===== src/rtl/synth_prog_pkg.sv =====
package synth_prog_pkg;
  localparam int unsigned DEF_REF_W   = 14;
  localparam int unsigned DEF_MAIN_W  = 10;
  localparam int unsigned DEF_SWAL_W  = 7;
  localparam int unsigned DEF_SYNC_N  = 2;
  localparam int unsigned DEF_REF_RST  = 3;
  localparam int unsigned DEF_MAIN_RST = 16;
  localparam int unsigned DEF_SWAL_RST = 0;

  // Pin order inside the synchronized vector
  typedef enum int unsigned {
    PIN_SCLK = 0,
    PIN_DATA = 1,
    PIN_LOAD = 2
  } pin_idx_e;
  localparam int unsigned PIN_COUNT = 3;
endpackage


===== src/rtl/prog_pin_sync.sv =====
module prog_pin_sync #(
  parameter int unsigned NUM    = 3,
  parameter int unsigned STAGES = 2
) (
  input  logic           clk,
  input  logic           rst_n,
  input  logic [NUM-1:0] pins_async,
  output logic [NUM-1:0] pins_sync
);
  for (genvar g = 0; g < NUM; g++) begin : g_pin
    logic [STAGES-1:0] chain_q;
    always_ff @(posedge clk or negedge rst_n) begin
      if (!rst_n) chain_q <= '0;
      else        chain_q <= {chain_q[STAGES-2:0], pins_async[g]};
    end
    assign pins_sync[g] = chain_q[STAGES-1];
  end
endmodule


===== src/rtl/prog_shift_reg.sv =====
module prog_shift_reg #(
  parameter int unsigned W = 32
) (
  input  logic         clk,
  input  logic         rst_n,
  input  logic         sclk_lvl,
  input  logic         hold,
  input  logic         din,
  output logic [W-1:0] word,
  output logic         last_bit
);
  logic prev_q;
  logic edge_seen;

  assign edge_seen = sclk_lvl & ~prev_q;

  always_ff @(posedge clk or negedge rst_n) begin
    if (!rst_n) begin
      prev_q <= 1'b0;
      word   <= '0;
    end else begin
      prev_q <= sclk_lvl;
      if (edge_seen && !hold) word <= {word[W-2:0], din};
    end
  end

  assign last_bit = word[W-1];

  assert_lsb_takes_data_R1: assert property (@(posedge clk) disable iff (!rst_n)
    (sclk_lvl && !prev_q && !hold) |=> word[0] == $past(din));
  assert_no_edge_no_move_R1: assert property (@(posedge clk) disable iff (!rst_n)
    !(sclk_lvl && !prev_q) |=> $stable(word));
  assert_ignore_while_enabled_R8: assert property (@(posedge clk) disable iff (!rst_n)
    hold |=> $stable(word));
endmodule


===== src/rtl/prog_latch_bank.sv =====
module prog_latch_bank #(
  parameter int unsigned REF_W    = 14,
  parameter int unsigned MAIN_W   = 10,
  parameter int unsigned SWAL_W   = 7,
  parameter int unsigned REF_RST  = 3,
  parameter int unsigned MAIN_RST = 16,
  parameter int unsigned SWAL_RST = 0,
  localparam int unsigned W = REF_W + MAIN_W + SWAL_W + 1
) (
  input  logic              clk,
  input  logic              rst_n,
  input  logic              load,
  input  logic [W-1:0]      word,
  output logic [REF_W-1:0]  ref_q,
  output logic [MAIN_W-1:0] main_q,
  output logic [SWAL_W-1:0] swal_q
);
  localparam int unsigned SW_LO = 1;
  localparam int unsigned SW_HI = SWAL_W;
  localparam int unsigned MN_LO = SWAL_W + 1;
  localparam int unsigned MN_HI = SWAL_W + MAIN_W;
  localparam int unsigned RF_LO = SWAL_W + MAIN_W + 1;
  localparam int unsigned RF_HI = W - 1;

  logic flag;
  assign flag = word[0];

  always_ff @(posedge clk or negedge rst_n) begin
    if (!rst_n) begin
      ref_q  <= REF_W'(REF_RST);
      main_q <= MAIN_W'(MAIN_RST);
      swal_q <= SWAL_W'(SWAL_RST);
    end else if (load) begin
      main_q <= word[MN_HI:MN_LO];
      swal_q <= word[SW_HI:SW_LO];
      if (flag) ref_q <= word[RF_HI:RF_LO];
    end
  end

  assert_idle_hold_R6: assert property (@(posedge clk) disable iff (!rst_n)
    !load |=> ($stable(ref_q) && $stable(main_q) && $stable(swal_q)));
  assert_flag_low_keeps_ref_R4: assert property (@(posedge clk) disable iff (!rst_n)
    (load && !word[0]) |=> $stable(ref_q));
  assert_flag_high_takes_ref_R3: assert property (@(posedge clk) disable iff (!rst_n)
    (load && word[0]) |=> ref_q == $past(word[RF_HI:RF_LO]));
  assert_main_swal_follow_R5: assert property (@(posedge clk) disable iff (!rst_n)
    load |=> (main_q == $past(word[MN_HI:MN_LO]) && swal_q == $past(word[SW_HI:SW_LO])));
endmodule


===== src/rtl/synth_prog_port.sv =====
module synth_prog_port
  import synth_prog_pkg::*;
#(
  parameter int unsigned REF_W    = DEF_REF_W,
  parameter int unsigned MAIN_W   = DEF_MAIN_W,
  parameter int unsigned SWAL_W   = DEF_SWAL_W,
  parameter int unsigned SYNC_N   = DEF_SYNC_N,
  parameter int unsigned REF_RST  = DEF_REF_RST,
  parameter int unsigned MAIN_RST = DEF_MAIN_RST,
  parameter int unsigned SWAL_RST = DEF_SWAL_RST
) (
  input  logic              clk,
  input  logic              rst_n,
  input  logic              ser_clk,
  input  logic              ser_dat,
  input  logic              ser_en,
  output logic              ser_out,
  output logic [REF_W-1:0]  ref_div,
  output logic [MAIN_W-1:0] n_div,
  output logic [SWAL_W-1:0] a_div
);
  localparam int unsigned WORD_W = REF_W + MAIN_W + SWAL_W + 1;

  logic [PIN_COUNT-1:0] pins_raw;
  logic [PIN_COUNT-1:0] pins_s;
  logic [WORD_W-1:0]    shift_word;

  always_comb begin
    pins_raw           = '0;
    pins_raw[PIN_SCLK] = ser_clk;
    pins_raw[PIN_DATA] = ser_dat;
    pins_raw[PIN_LOAD] = ser_en;
  end

  prog_pin_sync #(.NUM(PIN_COUNT), .STAGES(SYNC_N)) u_sync (
    .clk        (clk),
    .rst_n      (rst_n),
    .pins_async (pins_raw),
    .pins_sync  (pins_s)
  );

  prog_shift_reg #(.W(WORD_W)) u_shift (
    .clk      (clk),
    .rst_n    (rst_n),
    .sclk_lvl (pins_s[PIN_SCLK]),
    .hold     (pins_s[PIN_LOAD]),
    .din      (pins_s[PIN_DATA]),
    .word     (shift_word),
    .last_bit (ser_out)
  );

  prog_latch_bank #(
    .REF_W(REF_W), .MAIN_W(MAIN_W), .SWAL_W(SWAL_W),
    .REF_RST(REF_RST), .MAIN_RST(MAIN_RST), .SWAL_RST(SWAL_RST)
  ) u_latch (
    .clk    (clk),
    .rst_n  (rst_n),
    .load   (pins_s[PIN_LOAD]),
    .word   (shift_word),
    .ref_q  (ref_div),
    .main_q (n_div),
    .swal_q (a_div)
  );
endmodule


===== config.mk =====
export PLATFORM = sky130hd
export DESIGN_NAME = synth_prog_port
export DESIGN_NICKNAME = d
export VERILOG_FILES = /design/src/rtl/synth_prog_pkg.sv /design/src/rtl/prog_pin_sync.sv /design/src/rtl/prog_shift_reg.sv /design/src/rtl/prog_latch_bank.sv /design/src/rtl/synth_prog_port.sv
export SDC_FILE = /design/constraint.sdc
export NUM_CORES = 1
export LEC_CHECK = 0
export ABC_AREA = 0
export BUFFER_PORTS_ARGS = -buffer_cell sky130_fd_sc_hd__buf_2
export CELL_PAD_IN_SITES_DETAIL_PLACEMENT = 0
export CELL_PAD_IN_SITES_GLOBAL_PLACEMENT = 1
export CORE_MARGIN = 2
export CORE_UTILIZATION = 51
export DETAILED_ROUTE_END_ITERATION = 12
export PLACE_DENSITY = 0.87
export SYNTH_ARGS = -nofsm -noshare
export SYNTH_HDL_FRONTEND = slang
export SYNTH_HIERARCHICAL = 1
export SYNTH_SLANG_ARGS = --single-unit

===== constraint.sdc =====
create_clock -name clk -period 2.7 [get_ports clk]
set_clock_uncertainty 0.15 [all_clocks]
set_input_delay 0 -clock clk [delete_from_list [all_inputs] [get_ports clk]]
set_output_delay 0 -clock clk [all_outputs]
set_load 0.05 [all_outputs]

Word-level counts from Yosys, hierarchy flattened. Index checks and enable logic that the tools add are counted.

Bits in writable memories: 0. Bits in registers: 70. Memories: 0. Memory bits (read-only): 0. Bits in latches: 0. Logic and storage cells: 13. Input bits: 5. Output and inout bits: 32.

Magnitude comparators: 0. Muxes and demuxes: 0. Reductions and logical operators: 3. Multiply operators: 0. Bitwise logic cells: 2. $add $sub $neg: 0. Equality and inequality tests: 0. Div/mod/pow operators: 0. Shift operators: 0.

Operators by type and width (number): $reduce_and A2 Y1 (1); $and A1 B1 Y1 (1); $logic_and A1 B1 Y1 (1); $logic_not A1 Y1 (1); $not A1 Y1 (1).

Longest topological paths before layout.
Depth after elaboration: 3. Depth in mapped cells: 5. Gate-level depth less buffers: 2.

By module. The synthesis kept the hierarchy.

By module, submodules not included: prog_shift_reg (times used 1, area an instance 1246.2 um^2, cells an instance 70, seq. area each 825.8 um^2); prog_latch_bank (times used 1, area an instance 1207.4 um^2, cells an instance 66, seq. area each 779.5 um^2); prog_pin_sync (times used 1, area an instance 172.7 um^2, cells an instance 9, seq. area each 150.1 um^2).

Least setup slack after synthesis. OpenSTA, ideal clock, no wires.

Kind: register to register. Start point: register u_sync.g_pin[2].chain_q[1]. End point: register u_shift.word[1]. Setup time: 125 ps. Data required time: 2425 ps. Data arrival time: 1264 ps. Cell stages (with the launch flop): 5. Period minus slack after synthesis: 1539 ps. Slack: 1161 ps. Cell sequence: dfrtp_1 > buf_4 > nor3b_4 > buf_6 > mux2_2.

Cells in the longest elaborated chain, start to end: 2.

RTL lines: from (decl) (line prog_pin_sync.sv:11) `logic [STAGES-1:0] chain_q;`; from (signal assigned) (line prog_pin_sync.sv:14) `else chain_q <= {chain_q[STAGES-2:0], pins_async[g]};`; $logic_not A1 Y1 (line prog_shift_reg.sv:23) `if (edge_seen && !hold) word <= {word[W-2:0], din};`; $logic_and A1 B1 Y1 (line prog_shift_reg.sv:23); to (signal assigned) (line prog_shift_reg.sv:23); to (decl) (line prog_shift_reg.sv:9) `output logic [W-1:0] word,`.

Every way passes these cells. A chain may end at the register's enable or synchronous reset.

Worst setup path in the final report.
Start point: register u_sync.g_pin[2].chain_q[1]. End point: register u_shift.word[11].

Same word-level chain as after synthesis.

==> summary.txt <==
Pwr
  – Power Dens Cells: 828.7 nW/µm²
  – Pleak: 1.636 nW
  – Max IR drop VDD: 0.0006470 V

STA
  – Final Critical Period: 1.635 ns
  – Setup TNS: 0 ns
  – RSZ-0062 raised after global routing: no
  – # setup viols final: 0
  – Minimum hold slack: 0.1403 ns
  – Max-slew violations: 0
  – Fin worst setup slack: 1.065 ns
  – Rel. slew slack: 45.31%
  – Slew @ Worst Pin: 0.8204 ns
  – Hold Vio Cnt, Final: 0
  – Max Freq: 611.7 MHz
  – Final worst-path cycle share: 60.55%

Die
  – Num rows: 26
  – Io pins: 37
  – Die W: 75.76 µm
  – Die Ht: 75.76 µm
  – Initial cell density of the core: 52.08%
  – Core area: 5042 µm²
  – Die Area: 5740 µm²

Drt
  – Wirelength per Cell: 14.89 µm
  – Total Routed Length: 3930 µm
  – Post-route ant nets: 0
  – DR WL met3: 192 µm
  – First-pass DRT Iterations: 2
  – # DRC: 0
  – Starting DRT DRC Count: 38
  – Vias: 1297
  – Highest routed layer: met4
  – Routed length on met1: 1826 µm
  – Met2 WL: 1830 µm
  – Vias/cell: 4.913

Placed design
  – IO Port Bufs: 36
  – DP Wirelength: 2482 µm
  – Post-place setup slack: 1.076 ns
  – Placer's final routability congestion estimate: 0.6811
  – Post-Place Cells: 244

Finish
  – Finished Layout Cells: 264
  – Share of cells above drive strength 1: 62.37%
  – Area delta synth->final: 17.34%
  – ANT cells: 0
  – Final #Nets: 194

Job
  – Max-cap violation count: 0

Clocking
  – Clock slew at reported path FFs: 0.07 ns
  – Hold_buf cts: 4
  – Setup Buffers After CTS: 0
  – Clock sinks: 70
  – Cts bufs inserted: 9
  – Clock Latency Late Sink: 0.34 ns
  – Root Buffer: clkbuf_8
  – CTS tree: done
  – CTS resizes: 0
  – CTS max path bufs: 2
  – H-tree levels: 3

Global routing
  – Vias in the first global route: 1351
  – Largest net degree at the start of global routing: 40
  – GRT Total Usage: 15.84%
  – Initial antenna violation count: 0
  – Total grt overflow: 0
  – First-pass GRT wire length: 6382 µm

Logic synthesis
  – Register area share after synthesis: 66.84%
  – Post-synthesis register bit count: 70
  – Yosys warnings: 6
  – Synth Cell Area: 2626 µm²
  – Number of distinct library cells after synthesis: 9
  – Synth top area share: 63.84%
  – Synthesized Nets: 150
  – Yosys top cell by area: dfrtp_1
  – Top post-synthesis cells by area: dfrtp_1 (64%), mux2_2 (22%), mux2_4 (5.7%)
  – Synthesized area per cell: 18.11 µm²
  – Gate count after technology mapping: 145

Critical path
  – CP Cell Sequence: nor3b_4 > buf_4 > mux2_2
  – Crit path kind: flip-flop to flip-flop
  – Slowest cell on crit path: dfrtp_1
  – Data required, critical path: 2.77 ns
  – Crit Path Max Fanout: 32
  – Worst path arrival time: 1.71 ns
  – Nature of the critical path endpoint: flip-flop
  – Crit path largest cell delay: 0.41 ns
  – Startpoint types: flip-flop

Worst hold path
  – Worst Hold Class: input pin to async pin

Run status
  – Status: complete, no violations
report_power, final:
group | total [mW] | switching (mW) | internal, mW
clock network | 0.891 | 0.366 | 0.524
logic | 0.429 | 0.285 | 0.144
registers | 1.23 | 0.0698 | 1.16
worst paths after layout:
check | startpoint | to | slack (ns) | cells after the start
worst max-delay path | u_sync/g_pin[2].chain_q[1] | u_shift/word[11] | 1.07 | 3
worst min-delay path | rst_n | u_latch/ref_q[10] | 0.14 | 2
worst max register to register | u_sync/g_pin[2].chain_q[1] | u_shift/word[11] | 1.07 | 3
worst min register to register | u_sync/g_pin[1].chain_q[0] | u_sync/g_pin[1].chain_q[1] | 0.20 | 0
max in group asynchronous | rst_n | u_latch/ref_q[12] | 1.35 | 3
min in group clk | ser_dat | u_sync/g_pin[1].chain_q[0] | 0.15 | 2
state kept, by name, indices dropped and copies added, names as in the netlist:
signal / cells
u_sync/g_pin.chain_q: 6
u_shift/prev_q: 1
u_latch/swal_q: 7
u_latch/ref_q: 14
u_latch/main_q: 10
u_shift/word: 32
cell families after synthesis:
logic type	share of synthesized area (%)
AND/OR/NAND/NOR	1.143
buffers and inverters	3.573
multiplexers	28.44
flip-flops	66.84
worst max-delay path: cells and delay by family (launching register included):
| family | cells | cell delay, ns |
|---|---|---|
| and+or+nand+nor | 1 | 0.17 |
| buffers and inverters | 1 | 0.40 |
| muxes | 1 | 0.39 |
| DFF | 1 | 0.41 |
metal layers:
layer / vias up / track usage, %
li1: 593 / -
met2: 34 / 23.37
met4: 0 / 9.357
met3: 9 / 6.349
met1: 661 / 19.73
met5: - / 0
cells in the final DEF (no fill, tap or decap):
cell / n
dfstp_2: 3
nor3b_4: 1
dlygate4sd3_1: 4
bufinv_16: 1
clkinv_2: 2
dfrtp_1: 67
buf_4: 3
clkbuf_8: 13
mux2_4: 10
mux2_2: 51
buf_2: 36
mux2_1: 2
nand2_4: 1
area by class of cell:
type / instances / area [µm²]
tap: 70 / 87.58
fill: 384 / 1961
clock inverter: 3 / 40.04
multi-input combinational: 65 / 777.0
timing repair buffer: 43 / 242.7
sequential: 70 / 1755
clock buffer: 13 / 178.9
synth_stat cells:
| library cell | count |
|---|---|
| buf_6 | 5 |
| dfrtp_1 | 67 |
| dfstp_2 | 3 |
| nand2_4 | 1 |
| mux2_2 | 51 |
| buf_4 | 5 |
| mux2_4 | 10 |
| mux2_1 | 2 |
| nor3b_4 | 1 |
per-stage QoR:
| step | utilization (%) | total power, mW | instance area [µm²] |
|---|---|---|---|
| floorplan | - | 1.576 | 2626 |
| global placement | 55.98 | 1.668 | 2823 |
| detailed placement | 55.98 | 1.681 | 2823 |
| CTS | 61.12 | 2.588 | 3082 |
| global route | 61.12 | 2.653 | 3082 |
| finish | 61.12 | 2.554 | 3082 |
Note: power is estimated with default switching activity, not from simulation.
